$ cat src/rtl/tgp_pkg.sv
// Shared types and constants for the toggle-bit poller.
// Assumes byte-wide devices packed side by side on the data bus.
package tgp_pkg;

    typedef enum logic [1:0] {
        RES_OK      = 2'b00,
        RES_FAIL    = 2'b01,
        RES_TIMEOUT = 2'b10
    } tgp_result_e;

    typedef enum logic [2:0] {
        ST_IDLE,
        ST_RD_FIRST,
        ST_RD_SECOND,
        ST_EVAL,
        ST_RESET_WR
    } tgp_state_e;

    localparam int          LANE_W     = 8;
    localparam int          TOGGLE_POS = 6;
    localparam int          ERROR_POS  = 5;
    localparam logic [7:0]  RESET_CMD  = 8'hF0;

endpackage

$ cat src/rtl/tgp_lane_eval.sv
// Per-lane status evaluation of one read pair.
// toggling: bit 6 differs in at least one lane between the two reads.
// dev_error: bit 5 of the FIRST read is set in at least one lane.
// Assumes both words are stable while the result is used.
module tgp_lane_eval
    import tgp_pkg::*;
#(
    parameter int LANES = 2,
    localparam int DW   = LANES * LANE_W
) (
    input  logic [DW-1:0] first_word,
    input  logic [DW-1:0] second_word,
    output logic          toggling,
    output logic          dev_error
);

    logic [LANES-1:0] lane_toggle;
    logic [LANES-1:0] lane_err;

    for (genvar g = 0; g < LANES; g++) begin : g_lane
        // compare the toggle bit of this lane across the pair
        assign lane_toggle[g] = first_word[g*LANE_W + TOGGLE_POS]
                              ^ second_word[g*LANE_W + TOGGLE_POS];
        // error bit comes from the earlier read only
        assign lane_err[g]    = first_word[g*LANE_W + ERROR_POS];
    end

    // any-lane reduction for both flags
    always_comb begin
        toggling  = |lane_toggle;
        dev_error = |lane_err;
    end

endmodule

$ cat src/rtl/tgp_capture.sv
// Holds the two read words of the current poll pair.
// Assumes the strobes are one-cycle and never overlap.
module tgp_capture #(
    parameter int DW = 16
) (
    input  logic          clk,
    input  logic          rst_n,
    input  logic          cap_first,
    input  logic          cap_second,
    input  logic [DW-1:0] rdata,
    output logic [DW-1:0] first_q,
    output logic [DW-1:0] second_q
);

    // latch each read of the pair as it is acknowledged
    always_ff @(posedge clk) begin
        if (!rst_n) begin
            first_q  <= '0;
            second_q <= '0;
        end else begin
            if (cap_first)  first_q  <= rdata;
            if (cap_second) second_q <= rdata;
        end
    end

endmodule

$ cat src/rtl/tgp_timeout.sv
// Saturating cycle counter for the overall polling budget.
// Cleared when a job is accepted, counts while the job runs.
// expired is high once LIMIT cycles have elapsed.
module tgp_timeout #(
    parameter int LIMIT = 100000,
    localparam int CW   = $clog2(LIMIT + 1)
) (
    input  logic clk,
    input  logic rst_n,
    input  logic clear,
    input  logic run,
    output logic expired
);

    localparam logic [CW-1:0] LIMIT_V = CW'(LIMIT);

    logic [CW-1:0] count_q;

    // count elapsed cycles, holding at the limit
    always_ff @(posedge clk) begin
        if (!rst_n || clear) begin
            count_q <= '0;
        end else if (run && (count_q != LIMIT_V)) begin
            count_q <= count_q + 1'b1;
        end
    end

    // flag the end of the budget
    always_comb expired = (count_q >= LIMIT_V);

endmodule

$ cat src/rtl/nor_toggle_poller.sv
// Supervises an embedded program/erase in a parallel NOR flash by
// reading a status address in pairs and comparing the toggle bit.
// Writes the reset command to the base address on a device failure.
// Assumes a request/acknowledge bus with one transaction in flight;
// requests stay high until bus_ack, and rdata is valid with bus_ack.
module nor_toggle_poller
    import tgp_pkg::*;
#(
    parameter int AW          = 16,
    parameter int LANES       = 2,
    parameter int TIMEOUT_CYC = 100000,
    localparam int DW         = LANES * LANE_W
) (
    input  logic          clk,
    input  logic          rst_n,
    input  logic          start,
    input  logic [AW-1:0] poll_addr,
    input  logic [AW-1:0] base_addr,
    output logic          busy,
    output logic          done,
    output logic [1:0]    result,
    output logic          rd_req,
    output logic          wr_req,
    output logic [AW-1:0] bus_addr,
    output logic [DW-1:0] bus_wdata,
    input  logic [DW-1:0] bus_rdata,
    input  logic          bus_ack
);

    tgp_state_e    state_q, state_d;
    logic [AW-1:0] poll_q;
    logic [AW-1:0] base_q;
    logic          done_q;
    tgp_result_e   result_q;

    logic          accept;
    logic          cap_first, cap_second;
    logic [DW-1:0] first_q, second_q;
    logic          toggling, dev_error, expired;
    logic          finish;
    tgp_result_e   finish_res;

    // a new job is taken only when idle
    always_comb accept = start && (state_q == ST_IDLE);

    // capture strobes for each read of the pair
    always_comb begin
        cap_first  = (state_q == ST_RD_FIRST)  && bus_ack;
        cap_second = (state_q == ST_RD_SECOND) && bus_ack;
    end

    tgp_capture #(.DW(DW)) cap_i (
        .clk       (clk),
        .rst_n     (rst_n),
        .cap_first (cap_first),
        .cap_second(cap_second),
        .rdata     (bus_rdata),
        .first_q   (first_q),
        .second_q  (second_q)
    );

    tgp_lane_eval #(.LANES(LANES)) eval_i (
        .first_word (first_q),
        .second_word(second_q),
        .toggling   (toggling),
        .dev_error  (dev_error)
    );

    tgp_timeout #(.LIMIT(TIMEOUT_CYC)) tmo_i (
        .clk    (clk),
        .rst_n  (rst_n),
        .clear  (accept),
        .run    (state_q != ST_IDLE),
        .expired(expired)
    );

    // next-state and completion decision
    always_comb begin
        state_d    = state_q;
        finish     = 1'b0;
        finish_res = RES_OK;
        unique case (state_q)
            ST_IDLE:      if (accept)  state_d = ST_RD_FIRST;
            ST_RD_FIRST:  if (bus_ack) state_d = ST_RD_SECOND;
            ST_RD_SECOND: if (bus_ack) state_d = ST_EVAL;
            ST_EVAL: begin
                if (!toggling) begin
                    state_d    = ST_IDLE;
                    finish     = 1'b1;
                    finish_res = RES_OK;
                end else if (dev_error) begin
                    state_d    = ST_RESET_WR;
                end else if (expired) begin
                    state_d    = ST_IDLE;
                    finish     = 1'b1;
                    finish_res = RES_TIMEOUT;
                end else begin
                    state_d    = ST_RD_FIRST;
                end
            end
            ST_RESET_WR: begin
                if (bus_ack) begin
                    state_d    = ST_IDLE;
                    finish     = 1'b1;
                    finish_res = RES_FAIL;
                end
            end
            default: state_d = ST_IDLE;
        endcase
    end

    // state register
    always_ff @(posedge clk) begin
        if (!rst_n) state_q <= ST_IDLE;
        else        state_q <= state_d;
    end

    // latch addresses of an accepted job
    always_ff @(posedge clk) begin
        if (!rst_n) begin
            poll_q <= '0;
            base_q <= '0;
        end else if (accept) begin
            poll_q <= poll_addr;
            base_q <= base_addr;
        end
    end

    // one-cycle completion pulse and held result code
    always_ff @(posedge clk) begin
        if (!rst_n) begin
            done_q   <= 1'b0;
            result_q <= RES_OK;
        end else begin
            done_q <= finish;
            if (finish) result_q <= finish_res;
        end
    end

    // bus side drive, decoded from state
    always_comb begin
        rd_req    = (state_q == ST_RD_FIRST) || (state_q == ST_RD_SECOND);
        wr_req    = (state_q == ST_RESET_WR);
        bus_addr  = wr_req ? base_q : poll_q;
        bus_wdata = {LANES{RESET_CMD}};
    end

    // status outputs
    always_comb begin
        busy   = (state_q != ST_IDLE);
        done   = done_q;
        result = result_q;
    end

endmodule

$ cat config.mk
export PLATFORM = sky130hd
export DESIGN_NAME = nor_toggle_poller
export DESIGN_NICKNAME = d
export VERILOG_FILES = /design/src/rtl/tgp_pkg.sv /design/src/rtl/tgp_lane_eval.sv /design/src/rtl/tgp_capture.sv /design/src/rtl/tgp_timeout.sv /design/src/rtl/nor_toggle_poller.sv
export SDC_FILE = /design/constraint.sdc
export NUM_CORES = 1
export LEC_CHECK = 0
export ABC_AREA = 0
export BUFFER_PORTS_ARGS = -buffer_cell sky130_fd_sc_hd__buf_4
export CAP_MARGIN = 20
export CORE_MARGIN = 2
export CORE_UTILIZATION = 53
export CTS_BUF_LIST = sky130_fd_sc_hd__clkbuf_4 sky130_fd_sc_hd__clkbuf_8
export DETAILED_ROUTE_END_ITERATION = 16
export PLACE_DENSITY = 0.81
export SLEW_MARGIN = 20
export SYNTH_ARGS = -nofsm -noshare
export SYNTH_HDL_FRONTEND = slang
export SYNTH_SLANG_ARGS = --single-unit
$ cat constraint.sdc
create_clock -name clk -period 2.3 [get_ports clk]
set_input_delay 0.46 -clock clk [delete_from_list [all_inputs] [get_ports clk]]
set_output_delay 0.46 -clock clk [all_outputs]
set_load 0.1 [all_outputs]
# == Word-level counts from Yosys, hierarchy flattened ==
# Index checks and enable logic that the tools add are counted.
# op_classes
n_addsub,1
order_cmp,1
eq_ne,9
mux,19
bitwise_logic,2
reduce_logical,12
# op_table
operator,n
3-bit two-way mux,6
"17-bit by 1-bit adder with 17-bit output, second input constant",1
"17-bit greater-or-equal comparator, second input constant",1
"17-bit inequality test, second input constant",1
16-bit two-way mux,1
3-bit one-hot mux with 5 select lines,1
"3-bit by 2-bit equality test with 1-bit output, second input constant",2
1-bit two-way mux,6
2-bit two-way mux,3
1-bit logical AND,4
"2-bit by 1-bit inequality test with 1-bit output, second input constant",2
"2-bit inequality test, second input constant",2
2-bit one-hot mux with 2 select lines,1
4-bit AND reduction,1
2-bit OR reduction,2
"3-bit by 1-bit equality test with 1-bit output, second input constant",1
"3-bit equality test, second input constant",1
3-bit zero test,1
3-bit nonzero test,1
1-bit logical OR,2
1-bit one-hot mux with 2 select lines,1
1-bit bitwise XOR,2
1-bit zero test,1
# word_totals
register_bits,85
inputBits,52
output_inout_bits,38
wordCells,52

# == Longest topological paths before layout ==
# logic_depth
depth_word,5
mapped_depth,7
mapped_depth_nobuf,6

# == Hierarchy ==
# A second synthesis with hierarchy kept.
# unflattened
cells_unflattened,425
area_unflattened_um2,4052.6
# by_module_without_submodules
module,instances,cells_each,area_per_inst_um2,seq_area_each_um2
nor_toggle_poller,1,218,1928.1,760.7
tgp_capture,1,103,1234.9,640.6
tgp_timeout,1,100,862.1,340.3
tgp_lane_eval,1,4,27.5,0.0

# == Worst setup path after synthesis ==
# OpenSTA, ideal clock, no wires.
# synth_timing
path_type,flip-flop to output port
startpoint,register state_q[2]
endpoint,output bus_addr[10]
arrival_time_ns,2.403
required_ns,1.840
path_slack_ns,-0.563
stages_incl_launch_ff,4
path_buffers,1
cell_sequence,dfxtp_1 -> nor3b_1 -> clkbuf_1 -> mux2_2
# synth_via
elab_chain_len,2
# synth_rtl
element,line_no,text
start: declaration,nor_toggle_poller.sv:30,"tgp_state_e state_q, state_d;"
start signal: assignment,nor_toggle_poller.sv:115,else state_q <= state_d;
3-bit equality test,nor_toggle_poller.sv:143,wr_req = (state_q == ST_RESET_WR);
named net wr_req,nor_toggle_poller.sv:23,"output logic wr_req,"
16-bit two-way mux,nor_toggle_poller.sv:144,bus_addr = wr_req ? base_q : poll_q;
end: declaration,nor_toggle_poller.sv:24,"output logic [AW-1:0] bus_addr,"
# The timed path passes the listed nets, and every way through them passes these cells.

# == Worst setup path in the final report ==
# layout_timing
startpoint,register state_q[2]
endpoint,output bus_addr[2]
# layout_via
elab_chain_len,2
# layout_rtl
element,line_no
3-bit equality test,nor_toggle_poller.sv:143
16-bit two-way mux,nor_toggle_poller.sv:144
# Every way passes these cells.

==> summary.md <==
| Metric | Value |
|---|---|
| Final Non-Filler Cells | `472` |
| IO Pins | `90` |
| # placed instances | `455` |
| RD Place Congestion | `0.787` |
| Placement row count | `26` |
| Nature of the critical path endpoint | `primary output` |
| IO buf count | `61` |
| Post-synth ARST share | `0%` |
| Dpl hpwl | `4010 um` |
| Hold WS | `0.380 ns` |
| CP Cell Sequence | `nor3b_4 -> buf_12 -> mux2_2 -> buf_4` |
| Syn Area/Cell | `8.53 um^2` |
| Worst VDD drop | `463 uV` |
| Logic pwr share | `21.2%` |
| Clock share of power | `38.4%` |
| First-pass GRT wire length | `10100 um` |
| Die height | `78.1 um` |
| Endpoints failing setup | `0` |
| WL final | `5950 um` |
| CTS tree | `done` |
| XOR/XNOR Fraction of Synth Area | `2.41%` |
| Total power | `2820 uW` |
| Post-Synth Simple-Gate Area | `21.7%` |
| Cells after Synth | `341` |
| Final hold violations | `0` |
| Leak pwr | `0.00143 uW` |
| Critical path's largest stage delay | `0.38 ns` |
| Cell variety after synth | `43` |
| Area of the multi-input gates | `1530 um^2` |
| Largest family of logic cells by synthesized area | `simple AND/OR/NAND/NOR gates` |
| GRT overflow | `0` |
| Post-synthesis compound-gate area fraction | `17.6%` |
| Max_slew headroom | `62.3%` |
| Worst-skew pair later-pin latency | `0.33 ns` |
| Post-synth EDFFs | `0` |
| GRT Util Overall | `20.4%` |
| CTS Buf Count | `9` |
| Cell at the slowest stage of the critical path | `dfxtp_2` |
| Routed wire length per instance | `12.6 um` |
| Ys flop type | `dfxtp_1` |
| Clock Sinks | `61` |
| Area Growth Syn to Fin | `23.8%` |
| Ant. Diodes | `0` |
| Largest net degree at the start of global routing | `45` |
| First-pass iteration count of the detailed router | `4` |
| Final nets | `451` |
| Worst path arrival time | `1.78 ns` |
| Internal | `1940 uW` |
| Max Slew Vio Count | `0` |
| Worst Path Max Fanout | `18` |
| Max Cap Violations | `0` |
| Fill cell count | `434` |
| Hold WC Path Type | `input pin to register` |
| Core Area | `5200 um^2` |
| Unrepaired setup endpoints after global routing | `no` |
| Die width | `78.1 um` |
| Post-synthesis sequential area ratio | `42.0%` |
| Share of cells above drive strength 1 | `26.6%` |
| Mapped Area | `2910 um^2` |
| H-tree depth | `3` |
| Run status | `complete, no violations` |
| Worst Skew | `0.00420 ns` |
| Seq pwr share | `40.4%` |
| Worst-margin pin slew | `0.565 ns` |
| DRT iter0 DRCs | `95` |
| Clock buffer depth | `2` |
| Sw Ratio | `31.1%` |
| Fin crit period | `2.24 ns` |
| Synth Register Bits | `61` |
| Max Freq | `0.446 GHz` |
| Mux share of post-synthesis cell area | `7.57%` |
| DRC | `0` |
| Yosys warns | `0` |
| Initial Util | `55.9%` |
| Vias per cell | `5.21` |
| Period utilization | `97.6%` |
| Final ANT Viol Nets | `0` |
| DR vias | `2459` |
| Power per cell area | `784 nW/um^2` |
| WS Path Type | `register to primary output` |
| Storage element area | `1220 um^2` |
| WP buf/inv | `2` |
| Setup crit start kind | `register` |
| Setup TNS | `0 ns` |
| CP top delay family | `buffers and inverters` |
| Initial antenna violation count | `0` |
| Switching power total | `879 uW` |
| Clock root buffer | `clkbuf_8` |
| Vias in the first global route | `2370` |
| Crit path required time | `1.84 ns` |
| Die ar. | `6100 um^2` |
| Clk slew on worst S/H paths | `0.07 ns` |
| Adder-Cell Fraction of Synth Area | `0.860%` |
-- worst min-delay path: cells and delay by family --
kind	cells	cell delay, ns
buffers and inverters	1	0.11
AO/OA/AOI/OAI	1	0.06
AND/OR/NAND/NOR	1	0.04
-- metal layers --
metal / GRT usage, % / part of all wire (%) / up-vias / wire length [um]
li1: - / - / 1242 / -
met1: 24.5 / 44 / 1145 / 2590
met3: 6.21 / 6.9 / 10 / 413
met4: 9.65 / 1.7 / 0 / 100
met5: 0 / 0 / - / 0
met2: 33.4 / 48 / 62 / 2840
-- metrics by stage --
step | util [%] | setup WS (ns) | instance area (um^2)
floorplan | - | 0.00864 | 2970
global placement | 64.5 | 0.262 | 3360
CTS | 69.2 | 0.0202 | 3600
detailed placement | 64.5 | 0.268 | 3360
global route | 69.2 | 0.00144 | 3600
finish | 69.2 | 0.0556 | 3600
-- kinds of logic after synthesis --
| family | after synthesis |
|---|---|
| AND/OR/NAND/NOR | 133 |
| AO/OA/AOI/OAI | 74 |
| flip-flops | 61 |
| buffers and inverters | 41 |
| multiplexers | 20 |
| XOR/XNOR | 8 |
| adder cells (fa/ha/maj) | 2 |
| other | 2 |
-- cells in the final DEF (no fill, tap or decap), drive strengths merged, types with 2 or more instances in the layout --
master | synthesis | final
a21boi | 34 | 34
a21oi | 15 | 15
and2 | 2 | 2
buf | 18 | 65
bufinv | 0 | 2
clkbuf | 16 | 12
clkinv | 0 | 2
conb | 2 | 16
dfxtp | 61 | 61
ha | 2 | 2
inv | 7 | 7
mux2 | 16 | 16
mux2i | 4 | 4
nand2 | 78 | 78
nand2b | 2 | 2
nand3 | 4 | 4
nand4 | 4 | 4
nor2 | 10 | 10
nor2b | 5 | 5
nor3 | 5 | 5
nor4b | 2 | 2
o21ai | 15 | 15
or2b | 2 | 2
or3 | 10 | 10
or4 | 3 | 3
xnor2 | 8 | 8
-- Yosys cell counts, types with 7 or more instances --
master,n,area share (%)
nand2_1,78,10
dfxtp_1,61,42
a21boi_0,34,8.8
buf_4,16,4.1
clkbuf_1,16,2.1
mux2_2,16,6.2
a21oi_1,15,2.6
o21ai_0,15,2.6
nor2_1,10,1.3
or3_1,10,2.1
xnor2_1,8,2.4
inv_1,7,0.90
-- cell type report --
type / instances / share of cell area (%)
sequential: 61 / 34.0
tap: 70 / 2.43
inverter: 7 / 0.729
timing repair buffer: 65 / 13.9
clock buffer: 12 / 4.41
multi-input combinational: 253 / 42.6
clock inverter: 4 / 1.95
-- final timing paths --
check                                     start                       endpoint  slack [ns]  cells past startpoint
setup / recovery        state_q[2]$_SDFFE_PN0P_                    bus_addr[2]        0.06                      4
hold / removal                     poll_addr[3]         poll_q[3]$_SDFFE_PN0P_        0.38                      3
setup reg to reg  tmo_i.count_q[0]$_SDFFE_PP0P_  tmo_i.count_q[0]$_SDFFE_PP0P_        0.27                      6
hold reg to reg          poll_q[1]$_SDFFE_PN0P_         poll_q[1]$_SDFFE_PN0P_        0.46                      2
-- state kept, by name (all words and copies together), names as in the netlist --
name / count
poll_q: 16
cap_i.second_q: 2
base_q: 16
result: 2
done: 1
state_q: 3
tmo_i.count_q: 17
cap_i.first_q: 4
-- power by group through the flow --
stage / clock network, uW / registers (uW) / logic (uW)
finish: 1080 / 1140 / 599
global route: 1140 / 1150 / 638
CTS: 1100 / 1140 / 602
floorplan: 0 / 1150 / 500
detailed placement: 0 / 1160 / 600
global placement: 0 / 1160 / 594
-- repair_timing --
item	in CTS	in global routing
hold buffers	0	0
endpoints found under the setup margin	16	17
setup buffers	1	0
cloned	0	0
pin swaps	0	1
gates resized for setup	2	2
(Power assumes the default switching activity.)
